===== src/rtl/gpio_port_pkg.sv =====
package gpio_port_pkg;

  // Register addresses on the port bus
  typedef enum logic [1:0] {
    GP_ADDR_DIR   = 2'd0,
    GP_ADDR_PORT  = 2'd1,
    GP_ADDR_LATCH = 2'd2,
    GP_ADDR_ANA   = 2'd3
  } gp_addr_e;

endpackage


===== src/rtl/gpio_reset_sync.sv =====
module gpio_reset_sync #(
  parameter int STAGES = 2
) (
  input  logic clk,
  input  logic rst_n_in,
  output logic rst_n_out
);

  logic [STAGES-1:0] sync_q;
  logic [STAGES-1:0] sync_d;

  always_comb begin
    sync_d = {sync_q[STAGES-2:0], 1'b1};
  end

  always_ff @(posedge clk or negedge rst_n_in) begin
    if (!rst_n_in) begin
      sync_q <= '0;
    end else begin
      sync_q <= sync_d;
    end
  end

  assign rst_n_out = sync_q[STAGES-1];

endmodule


===== src/rtl/gpio_port_regs.sv =====
module gpio_port_regs
  import gpio_port_pkg::*;
#(
  parameter int W = 16
) (
  input  logic         clk,
  input  logic         rst_n,
  input  logic         wr_en,
  input  logic [1:0]   wr_addr,
  input  logic [W-1:0] wr_data,
  output logic [W-1:0] dir_q,
  output logic [W-1:0] lat_q,
  output logic [W-1:0] ana_q
);

  logic         dir_en;
  logic         lat_en;
  logic         ana_en;
  logic [W-1:0] dir_d;
  logic [W-1:0] lat_d;
  logic [W-1:0] ana_d;

  // Address decode: port and latch addresses share one latch
  always_comb begin
    dir_en = 1'b0;
    lat_en = 1'b0;
    ana_en = 1'b0;
    if (wr_en) begin
      unique case (gp_addr_e'(wr_addr))
        GP_ADDR_DIR:   dir_en = 1'b1;
        GP_ADDR_PORT:  lat_en = 1'b1;
        GP_ADDR_LATCH: lat_en = 1'b1;
        GP_ADDR_ANA:   ana_en = 1'b1;
        default:       ;
      endcase
    end
    dir_d = dir_en ? wr_data : dir_q;
    lat_d = lat_en ? wr_data : lat_q;
    ana_d = ana_en ? wr_data : ana_q;
  end

  always_ff @(posedge clk or negedge rst_n) begin
    if (!rst_n) begin
      dir_q <= '1;
      lat_q <= '0;
      ana_q <= '1;
    end else begin
      if (dir_en) dir_q <= dir_d;
      if (lat_en) lat_q <= lat_d;
      if (ana_en) ana_q <= ana_d;
    end
  end

endmodule


===== src/rtl/gpio_pin_mux.sv =====
module gpio_pin_mux #(
  parameter int W = 16
) (
  input  logic [W-1:0] dir_q,
  input  logic [W-1:0] lat_q,
  input  logic [W-1:0] per_en,
  input  logic [W-1:0] per_oe,
  input  logic [W-1:0] per_out,
  output logic [W-1:0] pad_oe,
  output logic [W-1:0] pad_out
);

  for (genvar gi = 0; gi < W; gi++) begin : g_pin
    logic reg_oe;
    logic reg_out;

    always_comb begin
      reg_oe  = ~dir_q[gi];
      reg_out = lat_q[gi];
      if (per_en[gi]) begin
        pad_oe[gi]  = per_oe[gi];
        pad_out[gi] = per_out[gi];
      end else begin
        pad_oe[gi]  = reg_oe;
        pad_out[gi] = reg_out;
      end
    end
  end

endmodule


===== src/rtl/gpio_input_sample.sv =====
module gpio_input_sample #(
  parameter int W = 16
) (
  input  logic         clk,
  input  logic         rst_n,
  input  logic [W-1:0] pad_in,
  input  logic [W-1:0] ana_q,
  output logic [W-1:0] dig_in
);

  logic [W-1:0] pin_q;
  logic [W-1:0] pin_d;

  always_comb begin
    pin_d = pad_in;
  end

  always_ff @(posedge clk or negedge rst_n) begin
    if (!rst_n) begin
      pin_q <= '0;
    end else begin
      pin_q <= pin_d;
    end
  end

  // Analog-selected pins never reach the digital path
  for (genvar gi = 0; gi < W; gi++) begin : g_mask
    assign dig_in[gi] = pin_q[gi] & ~ana_q[gi];
  end

endmodule


===== src/rtl/gpio_shared_port.sv =====
module gpio_shared_port
  import gpio_port_pkg::*;
#(
  parameter int W          = 16,
  parameter int SYNC_STAGE = 2
) (
  input  logic         clk,
  input  logic         rst_n,
  input  logic         bus_we,
  input  logic         bus_re,
  input  logic [1:0]   bus_addr,
  input  logic [W-1:0] bus_wdata,
  output logic [W-1:0] bus_rdata,
  output logic [W-1:0] pad_oe,
  output logic [W-1:0] pad_out,
  input  logic [W-1:0] pad_in,
  input  logic [W-1:0] per_en,
  input  logic [W-1:0] per_oe,
  input  logic [W-1:0] per_out,
  output logic [W-1:0] per_in
);

  logic         rst_n_sync;
  logic [W-1:0] dir_q;
  logic [W-1:0] lat_q;
  logic [W-1:0] ana_q;
  logic [W-1:0] dig_in;
  logic [W-1:0] rd_mux;
  logic [W-1:0] rd_d;
  logic [W-1:0] rd_q;

  gpio_reset_sync #(.STAGES(SYNC_STAGE)) u_rst (
    .clk       (clk),
    .rst_n_in  (rst_n),
    .rst_n_out (rst_n_sync)
  );

  gpio_port_regs #(.W(W)) u_regs (
    .clk     (clk),
    .rst_n   (rst_n_sync),
    .wr_en   (bus_we),
    .wr_addr (bus_addr),
    .wr_data (bus_wdata),
    .dir_q   (dir_q),
    .lat_q   (lat_q),
    .ana_q   (ana_q)
  );

  gpio_pin_mux #(.W(W)) u_mux (
    .dir_q   (dir_q),
    .lat_q   (lat_q),
    .per_en  (per_en),
    .per_oe  (per_oe),
    .per_out (per_out),
    .pad_oe  (pad_oe),
    .pad_out (pad_out)
  );

  gpio_input_sample #(.W(W)) u_samp (
    .clk    (clk),
    .rst_n  (rst_n_sync),
    .pad_in (pad_in),
    .ana_q  (ana_q),
    .dig_in (dig_in)
  );

  // Read select uses pre-write register values
  always_comb begin
    unique case (gp_addr_e'(bus_addr))
      GP_ADDR_DIR:   rd_mux = dir_q;
      GP_ADDR_PORT:  rd_mux = dig_in;
      GP_ADDR_LATCH: rd_mux = lat_q;
      GP_ADDR_ANA:   rd_mux = ana_q;
      default:       rd_mux = '0;
    endcase
    rd_d = bus_re ? rd_mux : '0;
  end

  always_ff @(posedge clk or negedge rst_n_sync) begin
    if (!rst_n_sync) begin
      rd_q <= '0;
    end else begin
      rd_q <= rd_d;
    end
  end

  assign bus_rdata = rd_q;
  assign per_in    = dig_in;

endmodule


===== config.mk =====
export PLATFORM = sky130hd
export DESIGN_NAME = gpio_shared_port
export DESIGN_NICKNAME = d
export VERILOG_FILES = /design/src/rtl/gpio_port_pkg.sv /design/src/rtl/gpio_reset_sync.sv /design/src/rtl/gpio_port_regs.sv /design/src/rtl/gpio_pin_mux.sv /design/src/rtl/gpio_input_sample.sv /design/src/rtl/gpio_shared_port.sv
export SDC_FILE = /design/constraint.sdc
export NUM_CORES = 1
export LEC_CHECK = 0
export ABC_CLOCK_PERIOD_IN_PS = 3500
export BUFFER_PORTS_ARGS = -buffer_cell sky130_fd_sc_hd__clkbuf_2
export CAP_MARGIN = 20
export CORE_ASPECT_RATIO = 0.8
export CORE_UTILIZATION = 53
export DETAILED_ROUTE_END_ITERATION = 16
export HOLD_SLACK_MARGIN = 0.06
export PLACE_DENSITY = 0.86
export SYNTH_ARGS = -nofsm -noshare
export SYNTH_HDL_FRONTEND = slang
export SYNTH_HIERARCHICAL = 1
export SYNTH_SLANG_ARGS = --single-unit

===== constraint.sdc =====
create_clock -name clk -period 3.5 [get_ports clk]
set_input_delay 0.7 -clock clk [delete_from_list [all_inputs] [get_ports clk]]
set_output_delay 0.7 -clock clk [all_outputs]
set_load 0.01 [all_outputs]

==> results.json <==
{
  "portBuffers": 149,
  "yosysTopAreaCellShare_pct": 32.5,
  "synthAdderAreaFrac_pct": 0.650,
  "pin_count": 150,
  "nNetsFinal": 502,
  "reg2reg_slack_ns": 2.42,
  "ir_drop_mv": 0.551,
  "final_util_pct": 69.5,
  "outcome": "finished clean",
  "gr-total-overflow": 0,
  "fp-row-count": 27,
  "critPathKind": "input port to flip-flop",
  "fillCellCount": 515,
  "grt_first_pass_wirelength_um": 13100,
  "r2r_start": "u_regs/ana_q[13]",
  "leakage_nw": 2.46,
  "die_w_um": 97.3,
  "cts_resized": 0,
  "syn_area_um2": 3850,
  "cts-root-buf": "clkbuf_8",
  "synth_top_family_by_area": "multiplexers",
  "hold_class": "input port to async pin",
  "max_slew_margin_pct": 47.2,
  "dpl_worst_slack_ns": 1.11,
  "core_um2": 6960,
  "synth.net_count": 350,
  "antenna_cells": 0,
  "wl_per_cell_um": 16.2,
  "cts_tree": "yes",
  "holdWs_ns": 0.124,
  "synth_edf_count": 0,
  "cp_top_family": "buffers and inverters",
  "drtIter0Drc": 67,
  "synth_warnings": 6,
  "critical_path_buf_inv_count": 2,
  "syn_inst": 262,
  "insertion_delay_ns": 0.34,
  "clock_path_buffers": 2,
  "yosysMostFrequentCell": "dfrtp_1",
  "start_util_pct": 55.3,
  "setup_violations": 0,
  "wl_um": 8210,
  "cts_buffers": 9,
  "design_area_um2": 4830,
  "drive_above_1_share_pct": 67.3,
  "slew_viol_final": 0,
  "grt_use_total_pct": 22.5,
  "clkTransAtPathRegs_ns": 0.08,
  "synth_simple_gate_area_share_pct": 7.93,
  "grt_max_degree": 81,
  "synthArstFlopShare_pct": 100,
  "synth_common_cells": "50 x dfrtp_1, 48 x mux2_2, 33 x mux2i_1",
  "final.setup.tns_ns": 0,
  "worst_pin_slew_ns": 0.792,
  "synth_compound_area_share_pct": 4.55,
  "hold_viol": 0,
  "cp_slowest_cell": "clkbuf_2",
  "synthFlopType": "dfrtp_1",
  "yosysUniqueCellTypes": 18,
  "grt_setup_unrepaired": "false",
  "reg2reg_to": "bus_rdata[13]",
  "placed_area_um2": 4590,
  "path_max_fanout": 16,
  "synthToLayoutAreaGrowth_pct": 25.5,
  "period_needed_ns": 2.03,
  "dp_hpwl_um": 5860,
  "ant_nets": 0,
  "clkSinkCount": 82,
  "cp.required_ns": 3.73,
  "grt_pass1_vias": 2661,
  "yosys-top-cells-area": "dfrtp_1 32%, dfstp_2 22%, mux2_2 14%",
  "ys_seq_area_share_pct": 54.3,
  "powerDensity_nw_per_um2": 527,
  "crit_chain": "clkbuf_2, inv_1, ha_1, nand2_2, mux2_2",
  "die_h_um": 78.2,
  "vias_per_cell": 5.28,
  "synth_xor_area_share_pct": 0,
  "cp-start-kind": "input port",
  "drv_cap": 0,
  "setup_ws_ns": 1.47,
  "htreeDepth": 3,
  "synthMuxAreaShare_pct": 28.8,
  "finalCritPeriodShare_pct": 58.0,
  "place.gp.congestion": 0.783,
  "route.detailed.drc": 0,
  "yosysTopAreaCell": "dfrtp_1",
  "cp.arrival_ns": 2.25,
  "cpPeakStageDelay_ns": 0.41,
  "synth_seq_cells": 82,
  "cts.hold.buffers_added": 0,
  "end_kind": "flip-flop",
  "die_area_um2": 7610,
  "cts_setup_buffers": 0,
  "antenna_found_initial": 0,
  "avgSynthCellArea_um2": 14.7,
  "vias": 2671,
  "fmax_mhz": 493,
  "r2r_cells": 3,
  "drt-pass1-iter-count": 4,
  "fin_skew_ns": 0.00624
}
==> metal layers <==
metal	track usage, %	part of all wire [%]	vias up
li1	-	-	1243
met4	7.21	1.2	0
met1	26.6	41	1325
met5	0	0	-
met2	40.9	53	93
met3	5.34	4.5	10
==> area by class of cell <==
cell class	instances	area (um^2)	area share (%)
Sequential cell	82	2100	43.3
Clock buffer	10	128	2.64
Inverter	3	11.3	0.233
Clock inverter	6	90.1	1.86
Multi-Input combinational cell	167	1620	33.5
Tap cell	87	109	2.25
Timing Repair Buffer	151	781	16.1
==> layout by cell type, fill, tap and decap left out <==
master | netlist | layout
buf_16 | 0 | 1
buf_4 | 0 | 1
bufinv_16 | 0 | 2
clkbuf_1 | 0 | 1
clkbuf_2 | 0 | 149
clkbuf_8 | 0 | 9
clkinv_2 | 0 | 1
clkinv_4 | 0 | 1
clkinvlp_4 | 0 | 1
conb_1 | 1 | 1
dfrtp_1 | 50 | 49
dfrtp_4 | 0 | 1
dfstp_2 | 32 | 32
ha_1 | 2 | 2
inv_1 | 3 | 3
inv_6 | 0 | 1
mux2_2 | 48 | 48
mux2_4 | 16 | 16
mux2i_1 | 33 | 33
nand2_1 | 16 | 16
nand2_2 | 3 | 3
nand2b_1 | 1 | 1
nor2b_4 | 16 | 16
o21ai_0 | 15 | 15
o22ai_1 | 16 | 16
==> how the worst max path moves through the flow <==
stage               cells after the start             from         endpoint  slack, ns
floorplan                               0  u_rst/sync_q[1]     bus_rdata[0]       1.10
global placement                        5      bus_addr[1]  u_regs/lat_q[7]       1.16
detailed placement                      5      bus_addr[1]  u_regs/lat_q[8]       1.11
CTS                                     5      bus_addr[1]  u_regs/lat_q[6]       1.50
global route                            5      bus_addr[1]  u_regs/lat_q[4]       1.42
finish                                  5      bus_addr[1]  u_regs/lat_q[8]       1.47
==> cells by family after synthesis <==
kind of cell             count (synthesis)
AO/OA/AOI/OAI                           31
adder cells (fa/ha/maj)                  2
buffers and inverters                   13
flip-flops                              82
multiplexers                            97
other                                    1
AND/OR/NAND/NOR                         36
==> state kept, by name, summed over array words and instances, names as in the netlist <==
name / count
bus_rdata: 16
u_regs/ana_q: 16
u_regs/dir_q: 16
u_regs/lat_q: 16
u_samp/pin_q: 16
u_rst/sync_q: 2
==> power breakdown <==
group | switching [mW] | internal [mW]
registers | 0.119 | 1.14
logic | 0.243 | 0.304
clock network | 0.334 | 0.404
==> worst register-to-register path: stages (launching register included) <==
cell	delay [ns]
dfstp_2	0.57
nor2b_4	0.05
mux2i_1	0.18
o22ai_1	0.13
==> per-stage QoR <==
| stage | instances | power [mW] |
|---|---|---|
| CTS | 505 | 2.57 |
| floorplan | 262 | 1.61 |
| global placement | 489 | 1.79 |
| global route | 506 | 2.67 |
| detailed placement | 489 | 1.82 |
| finish | 506 | 2.55 |
(Power assumes the default switching activity.)
